==> src/rtl/wdog_pkg.sv <==
package wdog_pkg;
    localparam int AW = 6;
    localparam int DW = 32;

    localparam logic [AW-1:0] OFF_COUNT  = 6'h00;
    localparam logic [AW-1:0] OFF_RELOAD = 6'h04;
    localparam logic [AW-1:0] OFF_KICK   = 6'h08;
    localparam logic [AW-1:0] OFF_CTRL   = 6'h0C;
    localparam logic [AW-1:0] OFF_STAT   = 6'h10;
    localparam logic [AW-1:0] OFF_CLR    = 6'h14;
    localparam logic [AW-1:0] OFF_MASK0  = 6'h1C;
    localparam logic [AW-1:0] OFF_MASK1  = 6'h20;

    localparam logic [DW-1:0] KICK_WORD  = 32'h0000_4755;
    localparam logic [DW-1:0] CTRL_WMASK = 32'hFFFF_FCFF;

    localparam int CB_EN     = 0;
    localparam int CB_SYSRST = 1;
    localparam int CB_IE     = 2;
    localparam int CB_EXT    = 3;
    localparam int CB_TICK   = 4;
    localparam int CB_MODE   = 5;
    localparam int CB_BOOT2  = 7;
    localparam int THR_LSB   = 10;

    typedef enum logic [1:0] {
        MODE_SOC  = 2'd0,
        MODE_FULL = 2'd1,
        MODE_CPU  = 2'd2,
        MODE_RSVD = 2'd3
    } rst_mode_e;

    typedef struct packed {
        logic [DW-1:0] reload;
        logic [DW-1:0] ctrl;
        logic [DW-1:0] mask0;
        logic [DW-1:0] mask1;
    } regs_t;

    typedef struct packed {
        logic [DW-1:0] cnt;
        logic          tmo;
        logic          boot2;
        logic          irq;
        logic          evt;
        logic          rst;
        logic          ext;
        rst_mode_e     mode;
    } cnt_t;
endpackage

==> src/rtl/wdog_tick.sv <==
module wdog_tick #(
    parameter int DIV = 50
) (
    input  logic clk,
    input  logic rst_n,
    output logic tick
);
    localparam int W = (DIV > 2) ? $clog2(DIV) : 1;
    localparam logic [W-1:0] LAST = W'(DIV - 1);

    logic [W-1:0] div_d, div_q;

    always_comb begin
        tick  = (div_q == LAST);
        div_d = tick ? '0 : div_q + 1'b1;
    end

    always_ff @(posedge clk or negedge rst_n) begin
        if (!rst_n) div_q <= '0;
        else        div_q <= div_d;
    end
endmodule

==> src/rtl/wdog_regs.sv <==
module wdog_regs
    import wdog_pkg::*;
#(
    parameter logic [31:0] RST_RELOAD = 32'h00FF_FFFF
) (
    input  logic          clk,
    input  logic          rst_n,
    input  logic          we,
    input  logic [AW-1:0] addr,
    input  logic [DW-1:0] wdata,
    input  logic [DW-1:0] cnt,
    input  logic [2:0]    stat,
    output logic [DW-1:0] rdata,
    output logic [DW-1:0] ctrl,
    output logic [DW-1:0] reload,
    output logic          kick,
    output logic          clr
);
    regs_t r_d, r_q;

    always_comb begin
        r_d  = r_q;
        kick = we && (addr == OFF_KICK) && (wdata == KICK_WORD);
        clr  = we && (addr == OFF_CLR) && wdata[0];
        if (we) begin
            case (addr)
                OFF_RELOAD: r_d.reload = wdata;
                OFF_CTRL:   r_d.ctrl   = wdata & CTRL_WMASK;
                OFF_MASK0:  r_d.mask0  = wdata;
                OFF_MASK1:  r_d.mask1  = wdata;
                default: ;
            endcase
        end
        case (addr)
            OFF_COUNT:  rdata = cnt;
            OFF_RELOAD: rdata = r_q.reload;
            OFF_CTRL:   rdata = r_q.ctrl;
            OFF_STAT:   rdata = {29'd0, stat};
            OFF_MASK0:  rdata = r_q.mask0;
            OFF_MASK1:  rdata = r_q.mask1;
            default:    rdata = '0;
        endcase
    end

    always_ff @(posedge clk or negedge rst_n) begin
        if (!rst_n) r_q <= '{reload: RST_RELOAD, ctrl: '0, mask0: '0, mask1: '0};
        else        r_q <= r_d;
    end

    assign ctrl   = r_q.ctrl;
    assign reload = r_q.reload;
endmodule

==> src/rtl/wdog_count.sv <==
module wdog_count
    import wdog_pkg::*;
#(
    parameter logic [31:0] RST_RELOAD = 32'h00FF_FFFF
) (
    input  logic          clk,
    input  logic          rst_n,
    input  logic [DW-1:0] ctrl,
    input  logic [DW-1:0] reload,
    input  logic          tick,
    input  logic          kick,
    input  logic          clr,
    output logic [DW-1:0] cnt,
    output logic [2:0]    stat,
    output logic          evt,
    output logic          rst,
    output logic          ext,
    output logic [1:0]    mode
);
    cnt_t s_d, s_q;
    logic step, fire, at_thr;
    logic unused_ctrl;

    assign unused_ctrl = ^ctrl[THR_LSB-1:CB_BOOT2+1];

    always_comb begin
        s_d     = s_q;
        s_d.evt = 1'b0;
        s_d.rst = 1'b0;
        s_d.ext = 1'b0;
        step    = ctrl[CB_EN] & (ctrl[CB_TICK] ? tick : 1'b1);
        fire    = step & (s_q.cnt == '0) & ~kick;
        at_thr  = (s_q.cnt == {ctrl[DW-1:THR_LSB], {THR_LSB{1'b0}}});

        if (kick || fire) s_d.cnt = reload;
        else if (step)    s_d.cnt = s_q.cnt - 1'b1;

        if (clr) begin
            s_d.tmo   = 1'b0;
            s_d.boot2 = 1'b0;
            s_d.irq   = 1'b0;
        end
        if (fire) begin
            s_d.evt = 1'b1;
            s_d.tmo = 1'b1;
            s_d.rst = ctrl[CB_SYSRST];
            s_d.ext = ctrl[CB_EXT];
            if (ctrl[CB_SYSRST]) s_d.mode = rst_mode_e'(ctrl[CB_MODE+1:CB_MODE]);
            if (ctrl[CB_BOOT2])  s_d.boot2 = 1'b1;
        end
        if (ctrl[CB_EN] && ctrl[CB_IE] && at_thr) s_d.irq = 1'b1;
    end

    always_ff @(posedge clk or negedge rst_n) begin
        if (!rst_n) begin
            s_q      <= '0;
            s_q.cnt  <= RST_RELOAD;
            s_q.mode <= MODE_SOC;
        end else begin
            s_q <= s_d;
        end
    end

    assign cnt  = s_q.cnt;
    assign stat = {s_q.irq, s_q.boot2, s_q.tmo};
    assign evt  = s_q.evt;
    assign rst  = s_q.rst;
    assign ext  = s_q.ext;
    assign mode = s_q.mode;
endmodule

==> src/rtl/wdog_top.sv <==
module wdog_top
    import wdog_pkg::*;
#(
    parameter int          DIV        = 50,
    parameter logic [31:0] RST_RELOAD = 32'h00FF_FFFF
) (
    input  logic        clk,
    input  logic        rst_n,
    input  logic        bus_we,
    input  logic [5:0]  bus_addr,
    input  logic [31:0] bus_wdata,
    output logic [31:0] bus_rdata,
    output logic        irq,
    output logic        tmo_pulse,
    output logic        rst_req,
    output logic [1:0]  rst_mode,
    output logic        ext_rst_req
);
    logic [DW-1:0] ctrl_w, reload_w, cnt_w;
    logic [2:0]    stat_w;
    logic          kick_w, clr_w, tick_w;

    wdog_tick #(.DIV(DIV)) u_tick (
        .clk  (clk),
        .rst_n(rst_n),
        .tick (tick_w)
    );

    wdog_regs #(.RST_RELOAD(RST_RELOAD)) u_regs (
        .clk   (clk),
        .rst_n (rst_n),
        .we    (bus_we),
        .addr  (bus_addr),
        .wdata (bus_wdata),
        .cnt   (cnt_w),
        .stat  (stat_w),
        .rdata (bus_rdata),
        .ctrl  (ctrl_w),
        .reload(reload_w),
        .kick  (kick_w),
        .clr   (clr_w)
    );

    wdog_count #(.RST_RELOAD(RST_RELOAD)) u_count (
        .clk   (clk),
        .rst_n (rst_n),
        .ctrl  (ctrl_w),
        .reload(reload_w),
        .tick  (tick_w),
        .kick  (kick_w),
        .clr   (clr_w),
        .cnt   (cnt_w),
        .stat  (stat_w),
        .evt   (tmo_pulse),
        .rst   (rst_req),
        .ext   (ext_rst_req),
        .mode  (rst_mode)
    );

    assign irq = stat_w[2];
endmodule

==> config.mk <==
export PLATFORM = sky130hd
export DESIGN_NAME = wdog_top
export DESIGN_NICKNAME = d
export VERILOG_FILES = /design/src/rtl/wdog_pkg.sv /design/src/rtl/wdog_tick.sv /design/src/rtl/wdog_regs.sv /design/src/rtl/wdog_count.sv /design/src/rtl/wdog_top.sv
export SDC_FILE = /design/constraint.sdc
export NUM_CORES = 1
export LEC_CHECK = 0
export ABC_CLOCK_PERIOD_IN_PS = 3000
export CAP_MARGIN = 15
export CORE_MARGIN = 4
export CORE_UTILIZATION = 59
export DETAILED_ROUTE_END_ITERATION = 16
export MAX_ROUTING_LAYER = met4
export PLACE_DENSITY = 0.81
export SLEW_MARGIN = 0
export SYNTH_ARGS = -nofsm -noshare
export SYNTH_HDL_FRONTEND = slang
export SYNTH_HIERARCHICAL = 1
export SYNTH_SLANG_ARGS = --single-unit
==> constraint.sdc <==
create_clock -name clk -period 3 [get_ports clk]
set_input_delay 0.3 -clock clk [delete_from_list [all_inputs] [get_ports clk]]
set_output_delay 0.3 -clock clk [all_outputs]
set_load 0.01 [all_outputs]
==> metrics.csv, run 1 <==
metric;value;unit
cpPeakStageDelay;0.61;ns
r2r_slack;0.21;ns
power.share.combinational;13.0;%
power.total;5.76;mW
whs;0.342;ns
leakage;4.77;nW
power.density;521;mW/mm²
hold_violations;0;
cts_buffer_depth;2;
ir_worst_vdd;0.395;mV
die_w;137;µm
crit_chain;clkdlybuf4s50_1, or4_1, buf_4, nor3_1, a211o_1, clkdlybuf4s50_1;
cts_sinks;172;
numCtsBuffers;17;
busiest_layer;met2;
numPortBuffers;78;
grt_pass1_vias;7593;
min_path_type;input pin to async pin;
critPathKind;input pin to output port;
clock_latency;0.43;ns
stdcell_count;1168;
wl;27700;µm
fmax;0.345;GHz
max-slew-margin-rel;49.8;%
tightest_slew;0.746;ns
worst-path-max-fanout;10;
clkPwrFrac;36.7;%
place.gp.congestion;0.942;
seq_area;0.00436;mm²
htreeDepth;4;
synthesis.area;0.00977;mm²
final_cell_mix;dfrtp_1 (124), mux2_1 (85), clkdlybuf4s50_1 (77), nand3_1 (77), dfstp_2 (48);
cts_setup_buffers;0;
gr-total-overflow;0;
dieArea;0.0187;mm²
met2_usage;47.1;%
critPathArrivalTime;2.60;ns
layout_min_cycle_time;2.90;ns
p_sw_share;26.4;%
ff2ff_path_depth;11;
end_kind;output port;
setup_violations;0;
route.detailed.drc;0;
rows;46;
syn_inst;917;
antennaDiodeCount;0;
clkTransAtPathRegs;0.06;ns
r2r-start;u_tick/div_q[1]$_DFF_PN0_;
grtUsageTotal;31.8;%
fin_setup_tns;0;ns
antenna_left;0;
via_per_inst;6.52;
nFillCells;1177;
seqPwrFrac;50.3;%
routedWlPerCell;23.7;µm
use_met1;44.1;%
slew_viol_final;0;
fin_skew;0.00856;ns
yosysWarnings;6;
cpMostUsedCell;clkdlybuf4s50_1;
p_switching;1.52;mW
syn-num-nets;961;
avgSynthCellArea;10.6;µm²
maxCapViolations;0;
cts_tree;done;
start_util;60.8;%
area_growth_syn_to_layout;13.2;%
grt_max_degree;65;
first_pass_iters;5;
nets;983;
die_y;137;µm
drive_above_1_share;20.0;%
status;complete, no violations;
dp_cells;1135;
cp.required;2.70;ns
vias;7614;
finalCritPeriodShare;96.6;%
dp_hpwl;19200;µm
multi_input_area;0.00457;mm²
rsz0062_at_grt;no;
reg2reg_to;u_count/cnt[18]$_DFFE_PN1P_;
cp_slowest_cell;or4_1;
drt_iter0_markers;998;
antenna_found_initial;0;
use_met3;6.18;%
grt_pass1_wl;43400;µm
startpoint_type;input pin;
ios;79;
cts_root_buf;clkbuf_16;
intPower;4.24;mW
core_area;0.0161;mm²
final_common_cell;dfrtp_1;
per-layer routing:
metal | part of all wire (%) | vias to the layer above
li1 | - | 3327
met1 | 42 | 3840
met2 | 47 | 396
met3 | 8.6 | 51
met4 | 2.4 | 0
met5 | 0 | -
through the flow:
stage | worst slack, ns | instance area, µm² | util (%)
final | 0.102 | 11100 | 68.8
after floorplan | 0.534 | 9770 | -
after CTS | 0.106 | 11100 | 68.8
after global placement | -0.0267 | 10500 | 65.4
after detailed placement | -0.156 | 10500 | 65.4
after global routing | 0.0225 | 11100 | 68.8
worst max-delay path: cells and delay by family:
kind / cells / cell delay, ns
and+or+nand+nor: 2 / 0.78
buffers and inverters: 3 / 1.34
AOI/OAI and AO/OA: 1 / 0.16
how the worst max path moves through the flow:
stage          cells past startpoint                      start                     endpoint  slack, ns
5_1_grt                            6                bus_addr[1]                bus_rdata[19]       0.02
3_3_place_gp                      10                bus_addr[2]  u_count/mode[1]$_DFFE_PN0P_      -0.03
4_1_cts                            6                bus_addr[1]                bus_rdata[24]       0.11
3_5_place_dp                      10                bus_addr[2]  u_count/mode[0]$_DFFE_PN0P_      -0.16
6_report                           6                bus_addr[1]                bus_rdata[24]       0.10
2_1_floorplan                     11  u_tick/div_q[1]$_DFF_PN0_  u_count/cnt[18]$_DFFE_PN1P_       0.53
power groups by stage:
| stage | Combinational [mW] | Sequential, mW | Clock, mW |
|---|---|---|---|
| 2_1_floorplan | 0.594 | 2.82 | 0 |
| 3_3_place_gp | 0.711 | 2.91 | 0 |
| 3_5_place_dp | 0.729 | 2.92 | 0 |
| 4_1_cts | 0.745 | 2.89 | 2.12 |
| 5_1_grt | 0.814 | 2.93 | 2.24 |
| 6_report | 0.751 | 2.90 | 2.11 |
state kept, by name, indices dropped and copies added (netlist names):
name and count:
u_regs/ctrl 30, u_regs/reload 32, u_regs/r_q 64, u_count/evt 1
u_count/rst 1, u_count/stat 3, u_count/cnt 32, u_tick/div_q 6
u_count/ext 1, u_count/mode 2
timing repair:
| item | 4_1_cts | 5_1_grt |
|---|---|---|
| endpoints found under the hold margin | 35 | 0 |
| resized for setup | 0 | 0 |
| hold buffers | 1 | 0 |
final cells by class:
cell class                      count  area share [%]
Timing Repair Buffer              131            11.5
Clock inverter                      8           0.872
Inverter                            8           0.272
Multi-Input combinational cell    609            41.4
Sequential cell                   172            39.5
Tap cell                          216            2.44
Clock buffer                       24            4.09
(Power assumes the default switching activity.)
==> run 2, diff against run 1 <==
--- a/config.mk
+++ b/config.mk
@@ -7,6 +7,7 @@
 export LEC_CHECK = 0
 export ABC_CLOCK_PERIOD_IN_PS = 3000
 export CAP_MARGIN = 15
+export CORE_ASPECT_RATIO = 0.9
 export CORE_MARGIN = 4
 export CORE_UTILIZATION = 59
 export DETAILED_ROUTE_END_ITERATION = 16
==> metrics.csv, run 2 (synthesis gave the netlist of run 1 again) <==
metric;value;unit
finalCritPeriodShare;98.7;%
routedWlPerCell;23.9;µm
final_common_cell;dfrtp_1;
fin_skew;0.0102;ns
cts_tree;done;
nets;986;
rsz0062_at_grt;yes;
cts_buffer_depth;2;
critPathKind;input pin to output port;
start_util;60.3;%
ff2ff_path_depth;11;
tightest_slew;0.764;ns
cp.required;2.70;ns
setup_violations;0;
die_y;130;µm
post-route-cell-area;0.0111;mm²
final_cell_mix;dfrtp_1 (124), mux2_1 (85), clkdlybuf4s50_1 (77), nand3_1 (77), buf_4 (49);
grt_pass1_vias;7444;
wl;27800;µm
status;complete, no violations;
drive_above_1_share;21.2;%
end_kind;output port;
grt_max_degree;84;
first_pass_iters;5;
clkTransAtPathRegs;0.07;ns
layout_min_cycle_time;2.96;ns
ir_worst_vdd;0.433;mV
antenna_left;0;
dp_hpwl;19600;µm
grtUsageTotal;31.5;%
place.gp.congestion;0.974;
gr-total-overflow;0;
grt_pass1_wl;43600;µm
antenna_found_initial;0;
cts_setup_buffers;0;
htreeDepth;4;
power.density;539;mW/mm²
slew_viol_final;0;
dieArea;0.0187;mm²
ios;79;
area_growth_syn_to_layout;14.0;%
die_w;144;µm
place_ws;0.0690;ns
critPathArrivalTime;2.66;ns
worst-path-max-fanout;10;
maxCapViolations;0;
placed_area;0.0105;mm²
clock_latency;0.44;ns
startpoint_type;input pin;
cts_sinks;172;
worst_slack;0.0397;ns
largest_reg_flops;64;
core_area;0.0162;mm²
hold_violations;0;
drt_iter0_markers;970;
top_register;u_regs/r_q;
via_per_inst;6.58;
cts_root_buf;clkbuf_16;
min_path_type;flip-flop to flip-flop;
fmax;0.338;GHz
numCtsBuffers;17;
fin_setup_tns;0;ns
vias;7641;
nFillCells;1218;
rows;44;
numPortBuffers;78;
route.detailed.drc;0;
whs_path_depth;2;
antennaDiodeCount;0;
max-slew-margin-rel;48.7;%
whs;0.470;ns
leakage;4.81;nW
## run 2: final cells by class
class,count,area (µm²),share of cell area (%)
tap,207,259,2.33
timing repair buffer,134,1270,11.4
inverter,8,30.0,0.270
multi-input combinational,609,4590,41.2
sequential,172,4360,39.2
clock buffer,18,439,3.94
clock inverter,14,183,1.64
## run 2: worst paths after layout
check / startpoint / to / slack [ns]
worst min-delay path: u_regs/reload[12]$_DFFE_PN1P_ / u_count/cnt[12]$_DFFE_PN1P_ / 0.47
max in group asynchronous: rst_n / u_regs/reload[23]$_DFFE_PN1P_ / 1.67
min in group asynchronous: rst_n / u_tick/div_q[3]$_DFF_PN0_ / 0.48
worst min register to register: u_regs/reload[12]$_DFFE_PN1P_ / u_count/cnt[12]$_DFFE_PN1P_ / 0.47
worst max register to register: u_tick/div_q[0]$_DFF_PN0_ / u_count/cnt[5]$_DFFE_PN1P_ / 0.19
worst max-delay path: bus_addr[2] / bus_rdata[24] / 0.04
## run 2: critical path, cell delays in order
cell,delay [ns]
clkdlybuf4s50_1,0.60
or4_1,0.59
buf_4,0.22
nor3_1,0.20
a211o_1,0.18
clkdlybuf4s50_1,0.56
## run 2: routing by layer
| metal | track usage, % | vias to the layer above | share of wire, % |
|---|---|---|---|
| met1 | 44.1 | 3886 | 44 |
| met5 | - | - | 0 |
| li1 | - | 3340 | - |
| met3 | 7.59 | 53 | 8.1 |
| met4 | 10.1 | 0 | 2.4 |
| met2 | 45.8 | 362 | 46 |
## run 2: power breakdown
part / switching, mW / internal (mW)
logic: 0.386 / 0.370
clock network: 0.988 / 1.35
registers: 0.253 / 2.65
total: 1.63 / 4.37
## run 2: repair_timing
item | 4_1_cts | 5_1_grt
endpoints found under the hold margin | 64 | 0
hold buffers | 1 | 0
endpoints found under the setup margin | 0 | 20
resized for setup | 0 | 3
## run 2: stage by stage
step	util, %	std cells	power, mW
global placement	64.8	1129	3.63
detailed placement	64.8	1129	3.66
finish	68.8	1162	6.00
global route	68.8	1162	6.21
floorplan	-	917	3.42
CTS	68.7	1162	6.00
